### src/rtl/spf_pkg.sv
`timescale 1ns/1ps
package spf_pkg;
  typedef enum logic [1:0] {
    OP_BUF_WR = 2'd0,
    OP_PROG   = 2'd1,
    OP_BUF_RD = 2'd2,
    OP_MEM_RD = 2'd3
  } spf_op_e;

  typedef enum logic [1:0] {S_IDLE, S_WAIT, S_XFER, S_END} spf_state_e;

  localparam int unsigned ADDR_BYTES   = 3;
  localparam int unsigned MEM_RD_DUMMY = 4;
  localparam int unsigned BUF_RD_DUMMY = 1;

  function automatic logic [7:0] opcode_of(spf_op_e op);
    case (op)
      OP_BUF_WR: return 8'h84;
      OP_PROG:   return 8'h83;
      OP_BUF_RD: return 8'hD4;
      default:   return 8'hE8;
    endcase
  endfunction

  function automatic logic needs_ready(spf_op_e op);
    return (op == OP_PROG) || (op == OP_MEM_RD);
  endfunction
endpackage

### src/rtl/spf_sync.sv
`timescale 1ns/1ps
module spf_sync #(
  parameter int STAGES = 2
) (
  input  logic clk_i,
  input  logic rst_ni,
  input  logic d_i,
  output logic q_o
);
  logic [STAGES-1:0] sr_q;

  // reset to 0 = busy, the safe assumption
  always_ff @(posedge clk_i or negedge rst_ni)
    if (!rst_ni) sr_q <= '0;
    else         sr_q <= {sr_q[STAGES-2:0], d_i};

  assign q_o = sr_q[STAGES-1];
endmodule

### src/rtl/spf_shift.sv
`timescale 1ns/1ps
module spf_shift #(
  parameter int HALF_DIV = 5
) (
  input  logic       clk_i,
  input  logic       rst_ni,
  input  logic       hold_i,
  input  logic       idle_lvl_i,
  input  logic       start_i,
  input  logic [7:0] tx_i,
  input  logic       miso_i,
  output logic       sck_o,
  output logic       mosi_o,
  output logic [7:0] rx_o,
  output logic       done_o
);
  localparam int CW = (HALF_DIV > 1) ? $clog2(HALF_DIV) : 1;

  logic [CW-1:0] cnt_q;
  logic [2:0]    bit_q;
  logic          busy_q, high_q, sck_q, done_q;
  logic [7:0]    tx_q, rx_q;
  logic          tick;

  assign tick = (cnt_q == CW'(HALF_DIV - 1));

  always_ff @(posedge clk_i or negedge rst_ni) begin
    if (!rst_ni) begin
      cnt_q <= '0; bit_q <= '0; busy_q <= 1'b0; high_q <= 1'b0;
      sck_q <= 1'b0; done_q <= 1'b0; tx_q <= '0; rx_q <= '0;
    end else begin
      done_q <= 1'b0;
      if (hold_i) begin
        sck_q  <= idle_lvl_i;
        busy_q <= 1'b0;
      end else if (start_i) begin
        busy_q <= 1'b1; high_q <= 1'b0; sck_q <= 1'b0;
        cnt_q  <= '0;   bit_q  <= '0;   tx_q  <= tx_i;
      end else if (busy_q) begin
        if (!tick) cnt_q <= cnt_q + CW'(1);
        else begin
          cnt_q <= '0;
          if (!high_q) begin
            high_q <= 1'b1; sck_q <= 1'b1;
            rx_q   <= {rx_q[6:0], miso_i};
          end else if (bit_q == 3'd7) begin
            busy_q <= 1'b0; done_q <= 1'b1;  // clock parks high between bytes
          end else begin
            bit_q  <= bit_q + 3'd1; high_q <= 1'b0; sck_q <= 1'b0;
            tx_q   <= {tx_q[6:0], 1'b0};
          end
        end
      end
    end
  end

  assign sck_o  = sck_q;
  assign mosi_o = tx_q[7];
  assign rx_o   = rx_q;
  assign done_o = done_q;
endmodule

### src/rtl/spf_frame.sv
`timescale 1ns/1ps
module spf_frame
  import spf_pkg::*;
#(
  parameter int PAGE_W = 9,
  parameter int OFS_W  = 9,
  parameter int LEN_W  = 12,
  parameter int IDX_W  = 13
) (
  input  spf_op_e          op_i,
  input  logic [PAGE_W-1:0] page_i,
  input  logic [OFS_W-1:0]  ofs_i,
  input  logic [LEN_W-1:0]  len_i,
  input  logic [IDX_W-1:0]  idx_i,
  input  logic [7:0]        wdata_i,
  output logic [7:0]        tx_o,
  output logic              data_o,
  output logic              last_o
);
  localparam int AW = 8 * ADDR_BYTES;

  logic [AW-1:0]    addr, addr_sh;
  logic [IDX_W-1:0] hdr, dlen;
  logic [IDX_W+2:0] sh;

  always_comb begin
    if (needs_ready(op_i)) addr = AW'({page_i, ofs_i});
    else                   addr = AW'(ofs_i);
    hdr = IDX_W'(1 + ADDR_BYTES);
    if (op_i == OP_MEM_RD)      hdr = hdr + IDX_W'(MEM_RD_DUMMY);
    else if (op_i == OP_BUF_RD) hdr = hdr + IDX_W'(BUF_RD_DUMMY);
    dlen   = (op_i == OP_PROG) ? '0 : IDX_W'(len_i);
    data_o = (idx_i >= hdr);
    last_o = (idx_i == hdr + dlen - IDX_W'(1));
    sh      = {IDX_W'(ADDR_BYTES) - idx_i, 3'b000};
    addr_sh = addr >> sh;
    tx_o    = 8'h00;
    if (idx_i == '0)                          tx_o = opcode_of(op_i);
    else if (idx_i <= IDX_W'(ADDR_BYTES))     tx_o = addr_sh[7:0];
    else if (data_o && op_i == OP_BUF_WR)     tx_o = wdata_i;
  end
endmodule

### src/rtl/spf_ctrl.sv
`timescale 1ns/1ps
module spf_ctrl
  import spf_pkg::*;
#(
  parameter int PAGES       = 512,
  parameter int PAGE_BYTES  = 264,
  parameter int LEN_W       = 12,
  parameter int HALF_DIV    = 5,
  parameter int SYNC_STAGES = 2,
  localparam int PAGE_W     = $clog2(PAGES),
  localparam int OFS_W      = $clog2(PAGE_BYTES)
) (
  input  logic              clk_i,
  input  logic              rst_ni,
  input  logic              cpol_i,
  input  logic              req_i,
  input  logic [1:0]        op_i,
  input  logic [PAGE_W-1:0] page_i,
  input  logic [OFS_W-1:0]  offset_i,
  input  logic [LEN_W-1:0]  len_i,
  output logic              ack_o,
  output logic              done_o,
  output logic              err_o,
  input  logic [7:0]        wdata_i,
  output logic              wr_strb_o,
  output logic [7:0]        rdata_o,
  output logic              rd_vld_o,
  input  logic              rdy_i,
  output logic              sck_o,
  output logic              cs_no,
  output logic              mosi_o,
  input  logic              miso_i
);
  localparam int IDX_W = LEN_W + 1;
  localparam int GUARD = SYNC_STAGES + 1;  // lets busy reach the synchroniser
  localparam int GW    = $clog2(GUARD + 1);

  spf_state_e        state_q;
  spf_op_e           op_q;
  logic [PAGE_W-1:0] page_q;
  logic [OFS_W-1:0]  ofs_q;
  logic [LEN_W-1:0]  len_q;
  logic [IDX_W-1:0]  idx_q;
  logic [GW-1:0]     gcnt_q;
  logic              go_q, err_q, rd_vld_q;
  logic [7:0]        rdata_q;

  logic       rdy_s, in_frame, sh_sck, sh_done, fr_data, fr_last, is_rd;
  logic [7:0] fr_tx, sh_rx;

  spf_sync #(.STAGES(SYNC_STAGES)) u_sync (
    .clk_i(clk_i), .rst_ni(rst_ni), .d_i(rdy_i), .q_o(rdy_s));

  spf_frame #(.PAGE_W(PAGE_W), .OFS_W(OFS_W), .LEN_W(LEN_W), .IDX_W(IDX_W)) u_frame (
    .op_i(op_q), .page_i(page_q), .ofs_i(ofs_q), .len_i(len_q), .idx_i(idx_q),
    .wdata_i(wdata_i), .tx_o(fr_tx), .data_o(fr_data), .last_o(fr_last));

  spf_shift #(.HALF_DIV(HALF_DIV)) u_shift (
    .clk_i(clk_i), .rst_ni(rst_ni), .hold_i(!in_frame), .idle_lvl_i(cpol_i),
    .start_i(go_q), .tx_i(fr_tx), .miso_i(miso_i), .sck_o(sh_sck),
    .mosi_o(mosi_o), .rx_o(sh_rx), .done_o(sh_done));

  assign in_frame = (state_q == S_XFER);
  assign is_rd    = (op_q == OP_BUF_RD) || (op_q == OP_MEM_RD);

  always_ff @(posedge clk_i or negedge rst_ni) begin
    if (!rst_ni) begin
      state_q <= S_IDLE; op_q <= OP_BUF_WR; page_q <= '0; ofs_q <= '0; len_q <= '0;
      idx_q <= '0; gcnt_q <= '0; go_q <= 1'b0; err_q <= 1'b0;
      rd_vld_q <= 1'b0; rdata_q <= '0;
    end else begin
      go_q     <= 1'b0;
      rd_vld_q <= 1'b0;
      case (state_q)
        S_IDLE: if (req_i) begin
          op_q <= spf_op_e'(op_i); page_q <= page_i; ofs_q <= offset_i; len_q <= len_i;
          idx_q <= '0; gcnt_q <= '0; err_q <= 1'b0;
          if (offset_i >= OFS_W'(PAGE_BYTES)) begin
            err_q <= 1'b1; state_q <= S_END;
          end else if (needs_ready(spf_op_e'(op_i))) state_q <= S_WAIT;
          else begin state_q <= S_XFER; go_q <= 1'b1; end
        end
        S_WAIT: if (rdy_s) begin state_q <= S_XFER; go_q <= 1'b1; end
        S_XFER: if (sh_done) begin
          if (fr_data && is_rd) begin rd_vld_q <= 1'b1; rdata_q <= sh_rx; end
          if (fr_last) state_q <= S_END;
          else begin idx_q <= idx_q + IDX_W'(1); go_q <= 1'b1; end
        end
        default: if (gcnt_q == GW'(GUARD - 1)) state_q <= S_IDLE;
                 else gcnt_q <= gcnt_q + GW'(1);
      endcase
    end
  end

  assign ack_o     = (state_q == S_IDLE) && req_i;
  assign done_o    = (state_q == S_END) && (gcnt_q == GW'(GUARD - 1));
  assign err_o     = done_o && err_q;
  assign wr_strb_o = go_q && fr_data && (op_q == OP_BUF_WR);
  assign rdata_o   = rdata_q;
  assign rd_vld_o  = rd_vld_q;
  assign cs_no     = !in_frame;
  assign sck_o     = in_frame ? sh_sck : cpol_i;
endmodule

### config.mk
export PLATFORM = sky130hd
export DESIGN_NAME = spf_ctrl
export DESIGN_NICKNAME = d
export VERILOG_FILES = /design/src/rtl/spf_pkg.sv /design/src/rtl/spf_sync.sv /design/src/rtl/spf_shift.sv /design/src/rtl/spf_frame.sv /design/src/rtl/spf_ctrl.sv
export SDC_FILE = /design/constraint.sdc
export NUM_CORES = 1
export LEC_CHECK = 0
export CAP_MARGIN = 20
export CORE_MARGIN = 2
export CORE_UTILIZATION = 55
export CTS_CLUSTER_SIZE = 16
export DETAILED_ROUTE_END_ITERATION = 12
export PLACE_DENSITY = 0.81
export SKIP_LAST_GASP = 1
export SYNTH_ARGS = -nofsm -noshare
export SYNTH_HDL_FRONTEND = slang
export SYNTH_SLANG_ARGS = --single-unit
### constraint.sdc
create_clock -name clk_i -period 5.3 [get_ports clk_i]
set_clock_uncertainty 0.2 [all_clocks]
set_input_delay 1.06 -clock clk_i [delete_from_list [all_inputs] [get_ports clk_i]]
set_output_delay 1.06 -clock clk_i [all_outputs]
set_load 0.02 [all_outputs]
==> results of run 1 <==
[cell type report]
class	instances	share of cell area
clock buffers	9	0.0196
clock inverters	7	0.0165
inverters	29	0.0173
multi-input cells	418	0.471
flip-flops and latches	88	0.349
well taps	133	0.0264
repair buffers	64	0.0999
[layer usage]
layer  wire, um  part of all wire  global-route usage
met5          0                 0                   0
met4        291             0.022              0.0931
met3        720             0.056              0.0434
met2       6370              0.49               0.440
met1       5570              0.43               0.347
[path summary, 6_finish.rpt]
kind	end	from	slack (ns)	depth (start not counted)
hold reg to reg	u_sync.sr_q[1]	u_sync.sr_q[0]	0.16	0
max in group asynchronous	u_shift.high_q	rst_ni	3.39	2
min in group asynchronous	idx_q[9]	rst_ni	0.47	1
setup reg to reg	idx_q[11]	op_q[0]	1.03	14
setup / recovery	wr_strb_o	idx_q[0]	0.71	8
hold / removal	u_sync.sr_q[1]	u_sync.sr_q[0]	0.16	0
[per-stage QoR]
| stage | setup slack [ns] | util | area [um2] | power, mW | hold slack [ns] |
|---|---|---|---|---|---|
| 2_1_floorplan | 1.55 | - | 5410 | 2.67 | 0.131 |
| 3_3_place_gp | 1.18 | 0.631 | 6080 | 3.10 | 0.140 |
| 3_5_place_dp | 1.07 | 0.631 | 6080 | 3.15 | 0.138 |
| 4_1_cts | 0.743 | 0.655 | 6310 | 3.69 | 0.168 |
| 5_1_grt | 0.532 | 0.655 | 6310 | 4.00 | 0.173 |
| 6_report | 0.710 | 0.655 | 6310 | 3.69 | 0.165 |
[power by group through the flow]
stage | Clock, mW | Sequential (mW) | Combinational (mW)
finish | 0.526 | 1.04 | 2.13
global route | 0.564 | 1.07 | 2.36
CTS | 0.534 | 1.04 | 2.11
detailed placement | 0 | 1.05 | 2.10
floorplan | 0 | 0.987 | 1.68
global placement | 0 | 1.04 | 2.06
[worst max-delay path, delay by kind of cell (launching register included)]
kind / cells / cell delay, ns
flip-flops: 1 / 0.69
buffers and inverters: 2 / 0.77
AO/OA/AOI/OAI: 3 / 0.82
adder cells (fa/ha/maj): 1 / 0.35
AND/OR/NAND/NOR: 2 / 0.34
[logic make-up after synthesis]
logic type,synth area share
fa+ha+maj,0.0662
flops,0.407
buf+inv,0.0424
mux,0.112
compound gates,0.165
simple gates,0.184
xor+xnor,0.0243
[layout by cell type, fill, tap and decap left out, types with 5 or more instances in the layout]
cell,instances
clkdlybuf4s50_1,60
nor2b_1,7
inv_1,28
clkbuf_8,9
xnor2_1,11
and2_1,5
nand4_1,8
o21a_1,11
nand2_1,63
o21ai_0,28
a22oi_1,7
mux2_2,50
ha_1,27
nor3_1,14
nor4_1,12
and3_1,5
nand3b_1,6
nor2_1,33
a21oi_1,25
nand2b_1,7
dfrtp_1,88
nand3_1,17
[flip-flops by register name, summed over array words and instances, names as in the netlist]
signal	cells
err_q	1
gcnt_q	2
go_q	1
idx_q	13
len_q	12
ofs_q	9
op_q	2
page_q	9
rd_vld_o	1
rdata_o	8
state_q	2
u_shift.bit_q	3
u_shift.busy_q	1
u_shift.cnt_q	3
u_shift.done_o	1
u_shift.high_q	1
u_shift.rx_o	8
u_shift.sck_o	1
u_shift.tx_q	8
u_sync.sr_q	2
==> impl_results.md, run 1 <==
- Status: finished clean
- CTS Buf Count: 9
- Vias in the first global route: roughly 4400
- Top_reg_cell synth: dfrtp_1
- Setup Buffers After CTS: 0
- Slew HR: 0.512
- Total global routing overflow: 0
- Finished Layout Cells: 748
- Largest net degree at the start of global routing: 53
- Critical Path, Cell by Cell: inv_1, ha_1, a41oi_1, o21ai_0, a311oi_1, nor3_1, and2_1, clkdlybuf4s50_1
- Final setup TNS: 0 ns
- Synth Register Bits: 88
- Initial antenna violation count: 0
- Worst setup EP type: primary output
- Seq pwr share: 0.282
- Combinational share of power: 0.576
- Sw frac: 0.435
- Leakage: around 2.7 nW
- Synthesized area: 5410 um2
- Site Rows: 36
- Clk buf depth: 2
- # H-tree levels: 3
- Post-synth EDFFs: 0
- Clock Pin Slew Worst Setup and Hold Paths: 0.09 ns
- Hold Path Class: reg2reg
- Crit path launch type: flip-flop
- Max Cap Viol: 0
- Yosys cell types: 70
- Minimum clock period: 4.59 ns
- Clock root cell: clkbuf_8
- CP Max Fanout: 15
- CP arrival: 3.33 ns
- Part of the cycle the worst path needs: 0.866
- Syn Area/Cell: 9.63 um2
- Fill cells: 805
- Worst Path Class, Setup: reg2out
- N_diodes: 0
- # IOs: 62
- Share of layout cells above drive strength 1: 0.146
- Final count of pins violating max slew: 0
- Post-Route WL: 12900 um
- Synth area leader: dfrtp_1
- Slowest stage delay, CP: between 0.6 and 0.7 ns
- Power share of the clock group: 0.142
- Pwr dens: 585 nW/um2
- Sw power: 1.61 mW
- Nets: approximately 680
- CTS tree: done
- Area Growth Syn to Fin: 16.7%
- Fmax: between 200 and 250 MHz
- Drt via density: approximately 6.1
- List of most frequent post-synthesis cells: dfrtp_1 (88), nand2_1 (63), mux2_2 (50), nor2_1 (33)
- Post-CTS Hold Buffers: 0
- Slew @ Worst Pin: 0.725 ns
- RSZ-0062 raised after global routing: false
- Drt pass-1 iters: 5
- DIE WIDTH: ~100 um
- Wire per inst: ~17 um
- PostCTS Resize Cnt: 0
- Placed insts: roughly 730
- Area of the multi-input gates: approximately 3000 um2
- Vias post-DR: roughly 4500
- Drt initial violations: between 200 and 250
- Core area: between 9000 and 10000 um2
- Worst EP required: approximately 4.0 ns
- Cell internal pwr: ~2.1 mW
- Post-synth ARST share: 1.00
- Worst path slowest cell: dfrtp_1
- GP Congestion: approximately 0.97
- Final setup violation count: 0
- Clk sinks: around 90
- Syn nets: between 600 and 700
- DRC viols: 0
- Worst-Skew Late Latency: about 0.36 ns
- Die height: a little over 100 um
- Seq/Total Area, Yosys: 0.407
- Yosys warning count: 0
- Most frequent cell after synthesis: dfrtp_1
- Cells after Synth: approximately 560
- Yosys top cell area share: 0.407
- Detail Placement HPWL: about 9400 um
- Global-route wire length before repair: roughly 22000 um
- Flip-flop and latch area: between 2000 and 2500 um2
- Synth top area cells: dfrtp_1 (41%), mux2_2 (10%), ha_1 (6.3%)
- Final Hold Fails: 0
- Die area: around 11000 um2
- GRT Total Usage: 0.263
- IO buf count: between 60 and 70
- Initial core utilization: 0.561
- Worst ir drop on vdd: roughly 270 uV
- Post-DRT Antenna Nets: 0
(Power assumes the default switching activity.)
==> run 2: changes to the inputs <==
- CTS_BUF_LIST: default -> sky130_fd_sc_hd__clkbuf_4 sky130_fd_sc_hd__clkbuf_8
- PLACE_DENSITY: 0.81 -> 0.79
==> run 2 against run 1 <==
Effect of this change:
- sequential share of layout area up 0.15 points
- setup slack improved by 0.17 ns
- global-route usage rose by 0.42 points
- wire length increased by 0.65%
- utilization is 0.29 points lower
- non-clock buffer count grew 2
- total power decreased by 1.7%
==> impl_results.md, run 2 (synthesis results as in run 1) <==
- Status: finished clean (unchanged)
- Finished Layout Cells: 750 (was 748)
- Clk sinks: 88 (unchanged)
- Worst setup startpoint: idx_q[7] (was idx_q[0])
- Wire per inst: 17.4 um (was 17.3 um)
- Minimum clock period: 4.42 ns (was 4.59 ns)
- Initial antenna violation count: 0 (unchanged)
- Final setup violation count: 0 (unchanged)
- Worst Path Class, Setup: reg2out (unchanged)
- Post-Route WL: 13000 um (was 12900 um)
- Sw power: 1.63 mW (was 1.61 mW)
- Vias post-DR: 4524 (was 4545)
- Share of layout cells above drive strength 1: 0.149 (was 0.146)
- Critical R2R Capture: state_q[0] (was idx_q[11])
- CP Max Fanout: 14 (was 15)
- Pwr dens: 578 nW/um2 (was 585 nW/um2)
- PostCTS Resize Cnt: 0 (unchanged)
- Die height: 103 um (unchanged)
- Total global routing overflow: 0 (unchanged)
- Worst ir drop on vdd: 304 uV (was 269 uV)
- Seq pwr share: 0.286 (was 0.282)
- Power share of the clock group: 0.124 (was 0.142)
- Site Rows: 36 (unchanged)
- Final count of pins violating max slew: 0 (unchanged)
- Cell internal pwr: 2.00 mW (was 2.09 mW)
- Vias in the first global route: 4463 (was 4401)
- CTS Buf Count: 9 (unchanged)
- IO buf count: 61 (unchanged)
- Fill cells: 806 (was 805)
- Core area: 9640 um2 (unchanged)
- Initial core utilization: 0.561 (unchanged)
- GP Congestion: 0.930 (was 0.967)
- Nets: 686 (was 684)
- Biggest registers after layout: idx_q: 13 flops, len_q: 12 flops (unchanged)
- Final Hold Fails: 0 (unchanged)
- Die area: 10600 um2 (unchanged)
- Leakage: 2.73 nW (about the same)
- N_diodes: 0 (unchanged)
- Most frequent cells in the layout: dfrtp_1 (88), nand2_1 (63), clkdlybuf4s50_1 (60), mux2_2 (50), nor2_1 (33) (unchanged)
- RSZ-0062 raised after global routing: false (unchanged)
- DRC viols: 0 (unchanged)
- Worst-Skew Late Latency: 0.38 ns (was 0.36 ns)
- Max Cap Viol: 0 (unchanged)
- Area Growth Syn to Fin: 16.2% (was 16.7%)
- Drt via density: 6.03 (was 6.08)
- CTS tree: done (unchanged)
- GRT Total Usage: 0.267 (was 0.263)
- Min Hold Slack: 0.154 ns (was 0.165 ns)
- # IOs: 62 (unchanged)
- Part of the cycle the worst path needs: 0.833 (was 0.866)
- Final setup TNS: 0 ns (unchanged)
- Clock root cell: clkbuf_8 (unchanged)
- CP Capture Point: wr_strb_o (unchanged)
- Hold Path Class: reg2reg (unchanged)
- Most common cell after layout, fill and taps aside: dfrtp_1 (unchanged)
- Slew HR: 0.541 (was 0.512)
- Placed insts: 734 (was 732)
- Top reg by flops: idx_q (unchanged)
- Crit path launch type: flip-flop (unchanged)
- Detail Placement HPWL: 9720 um (was 9450 um)
- Fmax: 226 MHz (was 218 MHz)
- Reg2reg start: op_q[0] (unchanged)
- Largest net degree at the start of global routing: 52 (was 53)
- Slew @ Worst Pin: 0.684 ns (was 0.725 ns)
- Worst EP required: 4.04 ns (about the same)
- Reg2Reg Depth: 14 (unchanged)
- # H-tree levels: 3 (unchanged)
- DIE WIDTH: 103 um (unchanged)
- Drt pass-1 iters: 7 (was 5)
- Global-route wire length before repair: 21700 um (was 21600 um)
- Clock Pin Slew Worst Setup and Hold Paths: 0.10 ns (was 0.09 ns)
- Post-DRT Antenna Nets: 0 (unchanged)
- Reg2Reg Setup Slack: 1.07 ns (was 1.03 ns)
- Sw frac: 0.449 (was 0.435)
- Final total power: 3.63 mW (was 3.69 mW)
- Drt initial violations: 310 (was 244)
- Setup Buffers After CTS: 0 (unchanged)
- Clk buf depth: 2 (unchanged)
- Worst setup EP type: primary output (unchanged)
- CP arrival: 3.16 ns (was 3.33 ns)
- Post-CTS Hold Buffers: 0 (unchanged)
- Max reg flops: 13 (unchanged)
- Combinational share of power: 0.589 (was 0.576)
run 2: cell types whose count changed in the layout (fill, tap and decap cells not counted):
cell,previous run,this run
buf_4,4,6
inv_8,1,2
inv_6,1,2
clkinv_2,0,1
bufinv_16,2,0
clkinvlp_4,2,1
run 2: critical path, cell delays in order (launching register included):
cell and delay (ns):
dfrtp_1 0.57, nor4_1 0.54, a41oi_1 0.21, o21ai_0 0.20, a311oi_1 0.18, nor3_1 0.26
and2_1 0.20, clkdlybuf4s50_1 0.61
run 2: how the worst min path moves through the flow:
stage	startpoint	endpoint	slack [ns]	cells after the start
detailed placement	u_sync.sr_q[0]	u_sync.sr_q[1]	0.14	0
global route	u_sync.sr_q[0]	u_sync.sr_q[1]	0.16	0
floorplan	u_sync.sr_q[0]	u_sync.sr_q[1]	0.13	0
global placement	u_sync.sr_q[0]	u_sync.sr_q[1]	0.14	0
CTS	u_sync.sr_q[0]	u_sync.sr_q[1]	0.16	0
finish	u_sync.sr_q[0]	u_sync.sr_q[1]	0.15	0
run 2: area by class of cell:
type                    instances  area (um2)  share of cell area
inverters                      29         109              0.0173
multi-input cells             418        2970               0.473
clock buffers                   9         124              0.0197
repair buffers                 66         646               0.103
well taps                     133         166              0.0265
flip-flops and latches         88        2200               0.351
clock inverters                 7        61.3             0.00976
run 2: power groups by stage:
| stage | sequential [mW] | clock [mW] | combinational (mW) |
|---|---|---|---|
| after detailed placement | 1.04 | 0 | 2.12 |
| after floorplan | 0.987 | 0 | 1.68 |
| after global routing | 1.07 | 0.496 | 2.38 |
| final | 1.04 | 0.452 | 2.14 |
| after global placement | 1.03 | 0 | 2.09 |
| after CTS | 1.03 | 0.458 | 2.13 |
run 2: through the flow:
step	util	setup slack, ns	area (um2)
CTS	0.652	0.905	6280
floorplan	-	1.55	5410
finish	0.652	0.883	6280
global placement	0.633	1.28	6100
global route	0.652	0.658	6280
detailed placement	0.633	1.10	6100
run 2: routing by layer:
layer / GRT usage / routed length (um)
met1: 0.355 / 5750
met2: 0.438 / 6330
met3: 0.0542 / 733
met4: 0.0901 / 209
met5: 0 / 0
